**src/rtl/ptw_pkg.sv**
```systemverilog
package ptw_pkg;
  typedef enum logic [1:0] {
    ACC_READ  = 2'd0,
    ACC_WRITE = 2'd1,
    ACC_RW    = 2'd2,
    ACC_FETCH = 2'd3
  } acc_e;

  typedef enum logic [2:0] {
    ERR_NONE     = 3'd0,
    ERR_ACCESS   = 3'd1,
    ERR_INVALID  = 3'd2,
    ERR_PERM     = 3'd3,
    ERR_MISALIGN = 3'd4,
    ERR_UPDATE   = 3'd5
  } err_e;

  localparam int ATTR_W = 8;
  localparam int AT_V = 0;
  localparam int AT_R = 1;
  localparam int AT_W = 2;
  localparam int AT_X = 3;
  localparam int AT_U = 4;
  localparam int AT_G = 5;
  localparam int AT_A = 6;
  localparam int AT_D = 7;
endpackage

```
**src/rtl/ptw_perm.sv**
```systemverilog
module ptw_perm
  import ptw_pkg::*;
(
  input  logic [ATTR_W-1:0] attr_i,
  input  logic [1:0]        acc_i,
  input  logic              user_i,
  input  logic              mxr_i,
  input  logic              sum_i,
  output logic              ok_o
);
  logic rd_ok;
  logic kind_ok;

  always_comb begin
    rd_ok = attr_i[AT_R] | (attr_i[AT_X] & mxr_i);
    case (acc_e'(acc_i))
      ACC_READ:  kind_ok = rd_ok;
      ACC_WRITE: kind_ok = attr_i[AT_W];
      ACC_RW:    kind_ok = rd_ok & attr_i[AT_W];
      default:   kind_ok = attr_i[AT_X];
    endcase
    if (user_i)
      ok_o = kind_ok & attr_i[AT_U];
    else if (acc_i == ACC_FETCH)
      ok_o = kind_ok & ~attr_i[AT_U];
    else
      ok_o = kind_ok & (~attr_i[AT_U] | sum_i);
  end
endmodule

```
**src/rtl/ptw_adupd.sv**
```systemverilog
module ptw_adupd
  import ptw_pkg::*;
(
  input  logic [ATTR_W-1:0] attr_i,
  input  logic [1:0]        acc_i,
  output logic              need_o,
  output logic [ATTR_W-1:0] attr_o
);
  logic mark_dirty;

  always_comb begin
    mark_dirty = ((acc_i == ACC_WRITE) || (acc_i == ACC_RW)) && !attr_i[AT_D];
    need_o     = mark_dirty || !attr_i[AT_A];
    attr_o     = attr_i;
    attr_o[AT_A] = 1'b1;
    if (mark_dirty) attr_o[AT_D] = 1'b1;
  end
endmodule

```
**src/rtl/ptw_leaf.sv**
```systemverilog
module ptw_leaf #(
  parameter int PPN_W  = 44,
  parameter int IDX_W  = 9,
  parameter int LEVELS = 3,
  localparam int VPN_W = LEVELS * IDX_W,
  localparam int LVL_W = $clog2(LEVELS)
) (
  input  logic [PPN_W-1:0] ppn_i,
  input  logic [VPN_W-1:0] vpn_i,
  input  logic [LVL_W-1:0] level_i,
  output logic             misalign_o,
  output logic [PPN_W-1:0] ppn_o
);
  logic [PPN_W-1:0] low_mask;
  logic [PPN_W-1:0] vpn_ext;

  always_comb begin
    low_mask   = ~({PPN_W{1'b1}} << (int'(level_i) * IDX_W));
    vpn_ext    = PPN_W'(vpn_i);
    misalign_o = |(ppn_i & low_mask);
    ppn_o      = (ppn_i & ~low_mask) | (vpn_ext & low_mask);
  end
endmodule

```
**src/rtl/pt_walker.sv**
```systemverilog
module pt_walker
  import ptw_pkg::*;
#(
  parameter int VA_W    = 39,
  parameter int PA_W    = 56,
  parameter int PTE_W   = 64,
  parameter int LEVELS  = 3,
  parameter int IDX_W   = 9,
  parameter int OFS_W   = 12,
  parameter int PTE_LOG = 3,
  parameter int PPN_LSB = 10,
  localparam int VPN_W  = LEVELS * IDX_W,
  localparam int PPN_W  = PA_W - OFS_W,
  localparam int LVL_W  = $clog2(LEVELS)
) (
  input  logic              clk,
  input  logic              rst,
  input  logic              start_i,
  input  logic [VA_W-1:0]   vaddr_i,
  input  logic [1:0]        acc_i,
  input  logic              user_i,
  input  logic              mxr_i,
  input  logic              sum_i,
  input  logic              upd_en_i,
  input  logic [PPN_W-1:0]  root_ppn_i,
  output logic              mem_req_o,
  output logic              mem_we_o,
  output logic [PA_W-1:0]   mem_addr_o,
  output logic [PTE_W-1:0]  mem_wdata_o,
  input  logic              mem_ack_i,
  input  logic              mem_err_i,
  input  logic [PTE_W-1:0]  mem_rdata_i,
  output logic              done_o,
  output logic              fault_o,
  output logic [2:0]        err_o,
  output logic [PA_W-1:0]   paddr_o,
  output logic [PTE_W-1:0]  pte_o,
  output logic [PA_W-1:0]   pte_addr_o,
  output logic [LVL_W-1:0]  level_o,
  output logic              global_o
);
  localparam logic [LVL_W-1:0] TOP_LVL = LVL_W'(LEVELS - 1);

  typedef enum logic [1:0] {S_IDLE, S_READ, S_WRITE} st_e;

  st_e              st;
  logic [LVL_W-1:0] lvl_q;
  logic [PPN_W-1:0] base_q;
  logic [VA_W-1:0]  va_q;
  logic [1:0]       acc_q;
  logic             user_q, mxr_q, sum_q, upd_q, glob_q;
  logic [PTE_W-1:0] wb_q;
  logic [PA_W-1:0]  ent_q;

  // entry address for the current level
  logic [IDX_W-1:0]  idx;
  logic [PA_W-1:0]   rd_addr;
  logic [ATTR_W-1:0] attr;
  logic [PPN_W-1:0]  ent_ppn;
  logic              glob_n;

  always_comb begin
    idx     = va_q[OFS_W + int'(lvl_q) * IDX_W +: IDX_W];
    rd_addr = {base_q, {OFS_W{1'b0}}} + PA_W'({idx, {PTE_LOG{1'b0}}});
    attr    = mem_rdata_i[ATTR_W-1:0];
    ent_ppn = mem_rdata_i[PPN_LSB +: PPN_W];
    glob_n  = glob_q | attr[AT_G];
  end

  logic              perm_ok, ad_need, misal;
  logic [ATTR_W-1:0] ad_attr;
  logic [PPN_W-1:0]  leaf_ppn;

  ptw_perm u_perm (
    .attr_i(attr), .acc_i(acc_q), .user_i(user_q),
    .mxr_i(mxr_q), .sum_i(sum_q), .ok_o(perm_ok)
  );

  ptw_adupd u_adupd (
    .attr_i(attr), .acc_i(acc_q), .need_o(ad_need), .attr_o(ad_attr)
  );

  ptw_leaf #(.PPN_W(PPN_W), .IDX_W(IDX_W), .LEVELS(LEVELS)) u_leaf (
    .ppn_i(ent_ppn), .vpn_i(va_q[OFS_W +: VPN_W]), .level_i(lvl_q),
    .misalign_o(misal), .ppn_o(leaf_ppn)
  );

  // outcome of a read acknowledge, in priority order
  logic rd_fin, rd_down, rd_wb;
  err_e rd_err;

  always_comb begin
    rd_fin  = 1'b1;
    rd_down = 1'b0;
    rd_wb   = 1'b0;
    rd_err  = ERR_NONE;
    if (mem_err_i)
      rd_err = ERR_ACCESS;
    else if (!attr[AT_V] || (attr[AT_W] && !attr[AT_R]))
      rd_err = ERR_INVALID;
    else if (!attr[AT_R] && !attr[AT_W] && !attr[AT_X]) begin
      if (lvl_q == '0) rd_err = ERR_INVALID;
      else begin
        rd_fin  = 1'b0;
        rd_down = 1'b1;
      end
    end
    else if (!perm_ok)
      rd_err = ERR_PERM;
    else if (misal)
      rd_err = ERR_MISALIGN;
    else if (ad_need && !upd_q)
      rd_err = ERR_UPDATE;
    else if (ad_need) begin
      rd_fin = 1'b0;
      rd_wb  = 1'b1;
    end
  end

  assign mem_req_o   = (st != S_IDLE);
  assign mem_we_o    = (st == S_WRITE);
  assign mem_addr_o  = (st == S_WRITE) ? ent_q : rd_addr;
  assign mem_wdata_o = wb_q;

  always_ff @(posedge clk) begin
    if (rst) begin
      st         <= S_IDLE;
      lvl_q      <= '0;
      base_q     <= '0;
      va_q       <= '0;
      acc_q      <= '0;
      user_q     <= 1'b0;
      mxr_q      <= 1'b0;
      sum_q      <= 1'b0;
      upd_q      <= 1'b0;
      glob_q     <= 1'b0;
      wb_q       <= '0;
      ent_q      <= '0;
      done_o     <= 1'b0;
      fault_o    <= 1'b0;
      err_o      <= ERR_NONE;
      paddr_o    <= '0;
      pte_o      <= '0;
      pte_addr_o <= '0;
      level_o    <= '0;
      global_o   <= 1'b0;
    end else begin
      done_o <= 1'b0;
      case (st)
        S_IDLE: if (start_i) begin
          va_q   <= vaddr_i;
          acc_q  <= acc_i;
          user_q <= user_i;
          mxr_q  <= mxr_i;
          sum_q  <= sum_i;
          upd_q  <= upd_en_i;
          base_q <= root_ppn_i;
          lvl_q  <= TOP_LVL;
          glob_q <= 1'b0;
          st     <= S_READ;
        end
        S_READ: if (mem_ack_i) begin
          ent_q  <= rd_addr;
          glob_q <= glob_n;
          if (rd_down) begin
            base_q <= ent_ppn;
            lvl_q  <= lvl_q - LVL_W'(1);
          end
          if (rd_err == ERR_NONE && !rd_down) begin
            paddr_o    <= {leaf_ppn, va_q[OFS_W-1:0]};
            pte_addr_o <= rd_addr;
            level_o    <= lvl_q;
            global_o   <= glob_n;
          end
          if (rd_wb) begin
            wb_q <= {mem_rdata_i[PTE_W-1:ATTR_W], ad_attr};
            st   <= S_WRITE;
          end
          if (rd_fin) begin
            if (rd_err == ERR_NONE) pte_o <= mem_rdata_i;
            done_o  <= 1'b1;
            fault_o <= (rd_err != ERR_NONE);
            err_o   <= rd_err;
            st      <= S_IDLE;
          end
        end
        S_WRITE: if (mem_ack_i) begin
          done_o  <= 1'b1;
          fault_o <= mem_err_i;
          err_o   <= mem_err_i ? ERR_ACCESS : ERR_NONE;
          if (!mem_err_i) pte_o <= wb_q;
          st      <= S_IDLE;
        end
        default: st <= S_IDLE;
      endcase
    end
  end
endmodule

```
**config.mk**
```make
export PLATFORM = sky130hd
export DESIGN_NAME = pt_walker
export DESIGN_NICKNAME = d
export VERILOG_FILES = /design/src/rtl/ptw_pkg.sv /design/src/rtl/ptw_perm.sv /design/src/rtl/ptw_adupd.sv /design/src/rtl/ptw_leaf.sv /design/src/rtl/pt_walker.sv
export SDC_FILE = /design/constraint.sdc
export NUM_CORES = 1
export LEC_CHECK = 0
export BUFFER_PORTS_ARGS = -buffer_cell sky130_fd_sc_hd__buf_2
export CAP_MARGIN = 10
export CORE_ASPECT_RATIO = 1.25
export CORE_MARGIN = 3
export CORE_UTILIZATION = 35
export DETAILED_ROUTE_END_ITERATION = 10
export HOLD_SLACK_MARGIN = 0.12
export REMOVE_ABC_BUFFERS = 1
export SYNTH_ARGS = -nofsm -noshare
export SYNTH_HDL_FRONTEND = slang
export SYNTH_HIERARCHICAL = 1
export SYNTH_SLANG_ARGS = --single-unit
```
**constraint.sdc**
```tcl
create_clock -name clk -period 2.65 [get_ports clk]
set_clock_uncertainty 0.1 [all_clocks]
set_input_delay 0.265 -clock clk [delete_from_list [all_inputs] [get_ports clk]]
set_output_delay 0.265 -clock clk [all_outputs]
set_load 0.05 [all_outputs]
```
; Word level (Yosys, flattened, before mapping)
; Cells that the tools add are included.
[word_totals]
reg_bits = 398
input_bits = 158
[classes]
n_addsub = 3
mul = 1
eq_ne = 13
shift = 2
mux = 67
bitwise_logic = 15
n_reduce_logical = 35
[ops]
columns = cell, count
row1 = 2-to-1 mux 64 bit, 5
row2 = 2-to-1 mux 44 bit, 3
row3 = one-hot mux 64 bit (2 select lines), 1
row4 = bitwise AND 44 bit, 2
row5 = inverter 44 bit, 2
row6 = one-hot mux 44 bit (2 select lines), 1
row7 = adder 56 x 12 -> 56 bit, 1
row8 = 2-to-1 mux 56 bit, 1
row9 = bitwise AND 27 x 44 -> 44 bit, 1
row10 = OR 44 bit, 1
row11 = OR reduction 44 bit, 1
row12 = << shifter 44 x 32 -> 44 bit (first input constant), 1
row13 = variable part select 39 x 32 -> 9 bit, 1
row14 = adder 5 x 32 -> 32 bit (first input constant), 1
row15 = 2-to-1 mux 1 bit, 31
row16 = 2-to-1 mux 3 bit, 9
row17 = 2-to-1 mux 2 bit, 9
row18 = != test 2 bit (second input constant), 6
row19 = AND reduction 4 bit, 3
row20 = AND reduction 3 bit, 3
row21 = logical NOT 1 bit, 8
row22 = == test 2 bit (second input constant), 3
row23 = logical AND 1 bit, 6
row24 = logical NOT 2 bit, 3
row25 = 19 further kinds, 33

; Longest topological paths before layout
; Gate-level depths: netlist of run 1.
[depth]
depth_word = 16
depth_mapped = 11

; Cells and area by module
; The synthesis of run 1 kept the hierarchy.
[by_module_without_submodules]
columns = module, n_inst, cells_each, area_each_um2
row1 = pt_walker, 1, 1936, 16404.5
row2 = ptw_leaf, 1, 59, 530.5
row3 = ptw_adupd, 1, 11, 76.3
row4 = ptw_perm, 1, 9, 65.1

; Worst setup path before layout of run 1
; No wires, ideal clock.
[synth_timing]
kind = register -> output
start = register st[0]
end = output port mem_addr_o[10]
arrival_time_ps = 2542
t_required_ps = 2285
slack_ps = -257
path_stages_with_launch = 8
path_buffers = 4
cell_sequence = dfxtp_1 inv_1 ha_1 clkbuf_1 buf_1 buf_1 buf_2 mux2_2
[synth_via]
elab_chain_len = 2
[synth_lines]
columns = element, line
row1 = start: declaration, pt_walker.sv:46  ; st_e st;
row2 = start signal: assignment, pt_walker.sv:127  ; st <= S_IDLE;
row3 = start signal: assignment, pt_walker.sv:160  ; st <= S_READ;
row4 = start signal: assignment, pt_walker.sv:177  ; st <= S_WRITE;
row5 = == test 2 bit, --
row6 = via mem_we_o, pt_walker.sv:27  ; output logic mem_we_o,
row7 = 2-to-1 mux 56 bit, pt_walker.sv:122  ; assign mem_addr_o = (st == S_WRITE) ? ent_q : rd_addr;
row8 = end: declaration, pt_walker.sv:28  ; output logic [PA_W-1:0] mem_addr_o,
; The timed path passes the listed nets, and every way through them passes these cells.

; Final worst setup path of run 1
[layout_timing]
start = input port mem_rdata_i[33]
end = register paddr_o[51]
[layout_via]
elab_chain_len = 10
[layout_lines]
columns = element, line
row1 = start: declaration, pt_walker.sv:32  ; input logic [PTE_W-1:0] mem_rdata_i,
row2 = bitwise AND 44 bit, ptw_leaf.sv:20  ; misalign_o = |(ppn_i & low_mask);
row3 = OR reduction 44 bit, ptw_leaf.sv:20
row4 = via misal, pt_walker.sv:70  ; logic perm_ok, ad_need, misal;
row5 = 2-to-1 mux 3 bit, pt_walker.sv:110  ; else if (misal)
row6 = 2-to-1 mux 3 bit, pt_walker.sv:108  ; else if (!perm_ok)
row7 = 2-to-1 mux 3 bit, pt_walker.sv:101  ; else if (!attr[AT_R] && !attr[AT_W] && !attr[AT_X]) begin
row8 = 2-to-1 mux 3 bit, pt_walker.sv:99  ; else if (!attr[AT_V] || (attr[AT_W] && !attr[AT_R]))
row9 = 2-to-1 mux 3 bit, pt_walker.sv:97  ; if (mem_err_i)
row10 = logical NOT 3 bit, pt_walker.sv:169  ; if (rd_err == ERR_NONE && !rd_down) begin
row11 = logical AND 1 bit, pt_walker.sv:169
row12 = AND reduction 3 bit (no source line), --
row13 = end signal: assignment, pt_walker.sv:170  ; paddr_o <= {leaf_ppn, va_q[OFS_W-1:0]};
row14 = end: declaration, pt_walker.sv:36  ; output logic [PA_W-1:0] paddr_o,
; The timed path passes the listed nets, and every way through them passes these cells.
; A chain may end at the register's enable or synchronous reset.

==> summary.txt, run 1 <==
Run status
  – Outcome: complete, but fails checks
  – Failing checks: setup timing

Route
  – Routed length per instance: 21.1 um
  – Detail Route Antenna Nets: 0
  – Iteration-0 DRC Markers: 1,034
  – Via count: 17,113
  – Final WL: 69,600 um
  – Vias per cell: 5.20
  – Post-route DRC: 0
  – 1st-pass router iterations: 5

Timing
  – # setup viols final: 136
  – Final Max Tran Viols: 0
  – Final Cycle Share: 104%
  – Worst slew pin tran: 911 ps
  – Slew margin rel.: 39.3%
  – Period minus WS final: 2770 ps
  – Fmax achieved: 361 MHz
  – Final Hold Vio Count: 0
  – RSZ-0062 raised after global routing: yes
  – PnR worst setup slack: -119 ps

Global routing
  – Initial antenna violation count: 7
  – GRT Overall Usage: 24.2%
  – First-pass GRT wire length: 98,100 um
  – Largest net degree at the start of global routing: 163
  – Gr ovfl total: 0
  – Number of global-route vias before repair: 16,679

Cells and area
  – Util after Layout: 51.3%
  – Layout cell share with drive strength beyond 1: 32.7%
  – Most frequent cells in the layout: buf_2 (454), nand2_1 (451), dfxtp_1 (388)
  – Multi-input gate area: 8560 um^2
  – Fillers: 4,409
  – P&R area growth vs syn: 43.4%
  – Fin nets: 2,783
  – Reg area: 7860 um^2
  – Commonest non-fill, non-tap cell in the layout: buf_2
  – Post-route cell area: 24,500 um^2

Power
  – Leak pwr: 10.4 nW
  – Power Dens Cells: 649 nW/um^2
  – Worst VDD drop: 0.536 mV

Clock network
  – H-tree depth: 2
  – Reg clk slew, reported paths: 60 ps
  – Total clock sinks: 392
  – Clk_lat worst skew: 570 ps
  – CTS tree: done
  – CTS buffer count: 43
  – Root Driver: clkbuf_16
  – Clock Path Buffers: 3

Placement
  – Post-DP HPWL: 41,500 um
  – IO buf count: 457
  – Routability congestion estimate: 0.832
  – Placed cell areas: 20,300 um^2

Setup path
  – CP Launch Point: mem_rdata_i[33]
  – CP Max Fanout: 41
  – CP Class: input pin to flop
  – Startpoint types: input pin
  – Worst EP required: 2950 ps
  – CP arrival: 3070 ps
  – Reg2Reg Launch Point: lvl_q[0]$_SDFFE_PP0P_
  – CP Capture Type: flop

Logic synthesis
  – Register area share after synthesis: 46.0%
  – EDFF count, synth: 0
  – Synth top area cells: dfxtp_1 (46%), nand2_1 (10%), mux2_2 (9.6%)
  – Distinct cells, synth: 49
  – Prevailing post-synth register cell: dfxtp_1
  – Area leader, netlist: dfxtp_1
  – Post-Syn Area: 17,100 um^2
  – Post-synthesis cell count: 2,015
  – Ys async rst share: 0%
  – Flops & latches, synth: 392
  – Share of the synthesized area in the top cell type: 46.0%
  – Ys Warns: 6
  – Synthesized area per cell: 8.47 um^2

Floorplanning
  – IO Count: 464
  – Starting density of the core: 35.7%
  – Die Wd: 204 um
  – Num rows: 89
  – Core area: 47,800 um^2
  – Die H: 253 um
  – Die area: 51,500 um^2

Run
  – Max-cap violations: 0

Hold path
  – Min-delay worst type: input pin to flop
  – Hold path startpoint: mem_rdata_i[19]
logic make-up after synthesis:
| group | Yosys count | share of synthesized area [%] |
|---|---|---|
| AND/OR/NAND/NOR | 685 | 16.6 |
| AO/OA/AOI/OAI | 454 | 14.5 |
| flip-flops | 392 | 46.0 |
| multiplexers | 265 | 16.6 |
| buffers and inverters | 212 | 5.96 |
| adder cells (fa/ha/maj) | 4 | 0.293 |
| other | 2 | 0.0440 |
| XOR/XNOR | 1 | 0.0513 |
critical path, cell delays in order:
cell and delay, ps:
buf_6 90, or4_4 570, o41ai_4 210, buf_4 150
nand4_1 90, a21o_1 240, buf_6 140, o221a_4 230
buf_6 120, a211o_4 400, buf_16 210, o21ai_0 200
a21oi_1 80
what timing repair did:
item                       in CTS  in global routing
hold buffers                  176                  0
setup endpoints to repair     219                244
hold endpoints to repair      213                  0
pin swaps                      17                 22
gates cloned                    7                 14
setup buffers                   9                  6
resized for setup              99                 71
metal layers:
layer | global-route usage [%] | part of all wire [%] | up-vias
met5 | 0 | 0.030 | -
met4 | 9.27 | 4.1 | 4
met3 | 4.98 | 6.9 | 149
met2 | 41.9 | 48 | 673
met1 | 29.7 | 41 | 8173
li1 | - | - | 8114
worst paths after layout:
check        cells past startpoint  slack, ps                       end
max                             13       -120  paddr_o[51]$_SDFFE_PP0P_
min                              4        170  paddr_o[21]$_SDFFE_PP0P_
max reg2reg                     12        -80  paddr_o[51]$_SDFFE_PP0P_
min reg2reg                      2        350    ent_q[48]$_SDFFE_PP0P_
synthesized netlist by cell type (2+ instances only):
master     number
clkbuf_1      129
buf_1          10
nand2_1       454
inv_1          10
mux2i_1       120
buf_2          24
dfxtp_1       392
nand2b_1        6
nand4_1         2
a21oi_1       272
nor4_1          2
o221a_2         2
a211o_1         2
and3b_1         2
conb_1          2
o2111ai_1       3
o21ai_0       106
ha_1            4
o22ai_1         9
buf_4          31
buf_8           6
mux2_2        145
a211oi_1       48
nand3_1       102
a31oi_1         3
nor2_1         71
nor3_1         33
nor2b_1         4
where the power goes:
part | total, mW | switching [mW] | internal [mW] | leakage (nW)
clock | 6.20 | 2.54 | 3.65 | 0.722
sequential | 6.38 | 0.213 | 6.17 | 3.18
combinational | 3.32 | 2.12 | 1.20 | 6.52
per-stage QoR:
stage / TNS, ps / cells / hold WS, ps / setup WS, ps / power [mW]
5_1_grt: -19100 / 3294 / 180 / -172 / 16.5
6_report: -6650 / 3294 / 175 / -119 / 15.9
3_3_place_gp: -163240 / 3002 / 338 / -873 / 9.27
4_1_cts: -3630 / 3270 / 156 / -92.5 / 15.8
2_1_floorplan: -1706370 / 1819 / 234 / -7670 / 8.25
3_5_place_dp: -185270 / 3002 / 345 / -976 / 9.31
area by class of cell:
| cell class | instances | area share [%] |
|---|---|---|
| inverter | 11 | 0.179 |
| tap | 637 | 3.25 |
| clock inverter | 13 | 0.526 |
| sequential | 392 | 32.1 |
| timing repair buffer | 757 | 23.5 |
| antenna | 5 | 0.0511 |
| multi-input combinational | 1416 | 35.0 |
| clock buffer | 63 | 5.41 |
flip-flops by register name (all words and copies together), names as in the netlist, 2 cells and up:
name         cells
pte_o           64
lvl_q            2
st               2
level_o          2
ent_q           53
err_o            3
pte_addr_o      53
paddr_o         56
va_q            39
acc_q            2
base_q          44
mem_wdata_o     64
Power figures use the tool's default switching activity.
==> run 2, diff against run 1 <==
==> constraint.sdc (replaced) <==
create_clock -name clk -period 2.65 [get_ports clk]
set_clock_uncertainty 0.1 [all_clocks]
set_input_delay 0.53 -clock clk [delete_from_list [all_inputs] [get_ports clk]]
set_output_delay 0.53 -clock clk [all_outputs]
set_load 0.05 [all_outputs]
==> run 2 against run 1 <==
Net effect: sequential share of layout area down 1.2 points; first-iteration DRC count decreased by 1.2%; die area unchanged; via count is essentially flat; sequential power hardly changed; the flow still finishes with violations (setup timing); clock power decreased by 2%; routed wire length up 5.4%; critical path depth up 1; hold slack got worse by 27 ps; power shrank 0.57%; largest cell class unchanged.
==> summary.txt, run 2 (synthesis results as in run 1) <==
Power
  – Leak pwr: 10.7 nW (+2.2%)
  – Power Dens Cells: 622 nW/um^2 (-4.3%)
  – Worst VDD drop: 0.524 mV (-2.2%)
  – Pwr Total: 15.8 mW (-0.57%)

Clock network
  – Root Driver: clkbuf_16
  – Reg clk slew, reported paths: 60 ps (about the same)
  – Clock Path Buffers: 3 (unchanged)
  – Clk_lat worst skew: 570 ps (about the same)
  – Total clock sinks: 392 (unchanged)
  – CTS tree: done
  – CTS buffer count: 43 (unchanged)
  – H-tree depth: 2 (unchanged)

Setup path
  – CP arrival: 3490 ps (+420 ps)
  – CP Launch Point: mem_rdata_i[33]
  – Crit-path max cell delay: 550 ps (-20 ps)
  – Worst EP required: 3020 ps (+70 ps)
  – CP Capture Type: flop
  – Crit-path slowest cell: or4_4
  – Startpoint types: input pin
  – CP Max Fanout: 7 (-83%)
  – CP Class: input pin to flop
  – WP buf/inv: 5 (unchanged)
  – CP Cell Sequence: buf_6 > or4_4 > o41ai_2 > buf_4 > nand4_1 > a21o_1 > or3b_4 > o2111ai_4 > a211oi_4 > o211ai_4 > buf_12 > buf_12 > buf_16 > mux2i_1
  – Most frequent cell on the critical path: buf_12
  – Cell family with most CP delay: simple AND/OR/NAND/NOR gates
  – Reg2Reg Launch Point: acc_q[0]$_SDFFE_PP0P_

Run
  – Max-cap violations: 0 (unchanged)

Hold path
  – Hold path startpoint: mem_rdata_i[51]
  – Min-delay worst type: input pin to flop

Timing
  – Final Max Tran Viols: 0 (unchanged)
  – Fmax achieved: 321 MHz (-11%)
  – Final Hold Vio Count: 0 (unchanged)
  – Hold WS: 148 ps (-26.7 ps)
  – PnR worst setup slack: -468 ps (-349 ps)
  – Period minus WS final: 3120 ps (+349 ps)
  – Worst slew pin tran: 1060 ps (+153 ps)
  – # setup viols final: 295 (+120%)
  – Slew margin rel.: 29.1% (-10 points)
  – RSZ-0062 raised after global routing: yes
  – Final Cycle Share: 118% (+13 points)

Route
  – Routed length per instance: 22.8 um (+7.9%)
  – Post-route DRC: 0 (unchanged)
  – Vias per cell: 5.32 (+2.5%)
  – 1st-pass router iterations: 5 (unchanged)
  – Detail Route Antenna Nets: 0 (unchanged)
  – Final WL: 73,400 um (+5.4%)
  – Via count: 17,129 (+0.093%)
  – Iteration-0 DRC Markers: 1,022 (-1.2%)

Placement
  – Post-DP HPWL: 41,500 um (about the same)
  – Post-place setup slack: -1590 ps (-618 ps)
  – Placed instance count: 3,004 (+0.067%)
  – IO buf count: 457 (unchanged)
  – Routability congestion estimate: 0.824 (-0.88%)

Global routing
  – Gr ovfl total: 0 (unchanged)
  – M3 GR Usage: 4.45% (-0.53 points)
  – First-pass GRT wire length: 101,000 um (+2.8%)
  – Met2 Resource Use GR: 42.8% (+0.88 points)
  – Number of global-route vias before repair: 16,411 (-1.6%)
  – Largest net degree at the start of global routing: 155 (-4.9%)
  – Initial antenna violation count: 3 (-4)
  – Met1 global-route usage: 31.9% (+2.2 points)
  – Layer with the highest usage: met2
  – GRT Overall Usage: 25.2% (+0.94 points)

Cells and area
  – Commonest non-fill, non-tap cell in the layout: buf_2
  – Layout cell share with drive strength beyond 1: 43.8% (+11 points)
  – Fin cells: 3,218 (-2.3%)
  – Fillers: 4,286 (-2.8%)
  – Most frequent cells in the layout: buf_2 (451), nand2_1 (401), dfxtp_1 (390)
  – Util after Layout: 53.3% (+2.0 points)
  – P&R area growth vs syn: 49.0%
  – Fin nets: 2,709 (-2.7%)

Floorplanning
  – Core area: 47,800 um^2 (unchanged)
  – Die area: 51,500 um^2 (unchanged)
  – Die H: 253 um (unchanged)
  – IO Count: 464 (unchanged)
  – Die Wd: 204 um (unchanged)
  – Starting density of the core: 35.7% (unchanged)
  – Num rows: 89 (unchanged)

Run status
  – Outcome: complete, but fails checks
  – Failing checks: setup timing
-- run 2: changes by cell type in the layout (fill, tap and decap cells not counted), sizes merged --
cell,delta
dlygate4sd3,-115
buf,+34
clkbuf,+9
clkinv,-4
diode,-2
a211o,+1
bufinv,+1
clkinvlp,+1
inv,-1
-- run 2: final timing paths --
path / to / slack (ps) / depth (start not counted)
hold / removal: mem_wdata_o[51]$_SDFFE_PP0P_ / 150 / 3
setup reg to reg: pte_o[50]$_SDFFE_PP0P_ / -220 / 12
hold reg to reg: ent_q[41]$_SDFFE_PP0P_ / 350 / 2
setup / recovery: pte_o[50]$_SDFFE_PP0P_ / -470 / 14
-- run 2: power by group --
part	total, mW	switching, mW	leakage [nW]	internal, mW
clock	6.06	2.49	0.678	3.57
sequential	6.40	0.231	3.18	6.17
combinational	3.35	2.20	6.79	1.15
total	15.8	4.92	10.7	10.9
-- run 2: routing by layer --
layer | vias to the layer above | part of all wire, %
met5 | - | 0
met3 | 140 | 6.0
met1 | 8332 | 41
met2 | 652 | 49
li1 | 8005 | -
met4 | 0 | 4.0
-- run 2: layout make-up --
cell class | instances | area, um^2 | area share, %
Antenna cell | 3 | 7.51 | 0.0295
Clock buffer | 66 | 1260 | 4.97
Clock inverter | 10 | 130 | 0.512
Inverter | 11 | 43.8 | 0.172
Multi-Input combinational cell | 1417 | 9850 | 38.7
Sequential cell | 392 | 7850 | 30.9
Tap cell | 637 | 797 | 3.13
Timing Repair Buffer | 682 | 5500 | 21.6
-- run 2: through the flow --
step,area [um^2],setup TNS [ps]
after floorplan,16100,-1720680
after global placement,20300,-335160
after detailed placement,20300,-349450
after CTS,23400,-86790
after global routing,25400,-111460
final,25400,-90810
-- run 2: tightest hold or removal path, cell delays in order --
cell and delay (ps):
buf_2 130, nand2_2 60, a21oi_2 40
-- run 2: what timing repair did --
item,in CTS,in global routing
endpoints found under the hold margin,62,0
gates cloned,23,24
resized for setup,75,468
hold buffers,61,0
setup endpoints to repair,323,299
setup buffers,19,17
pin swaps,17,243
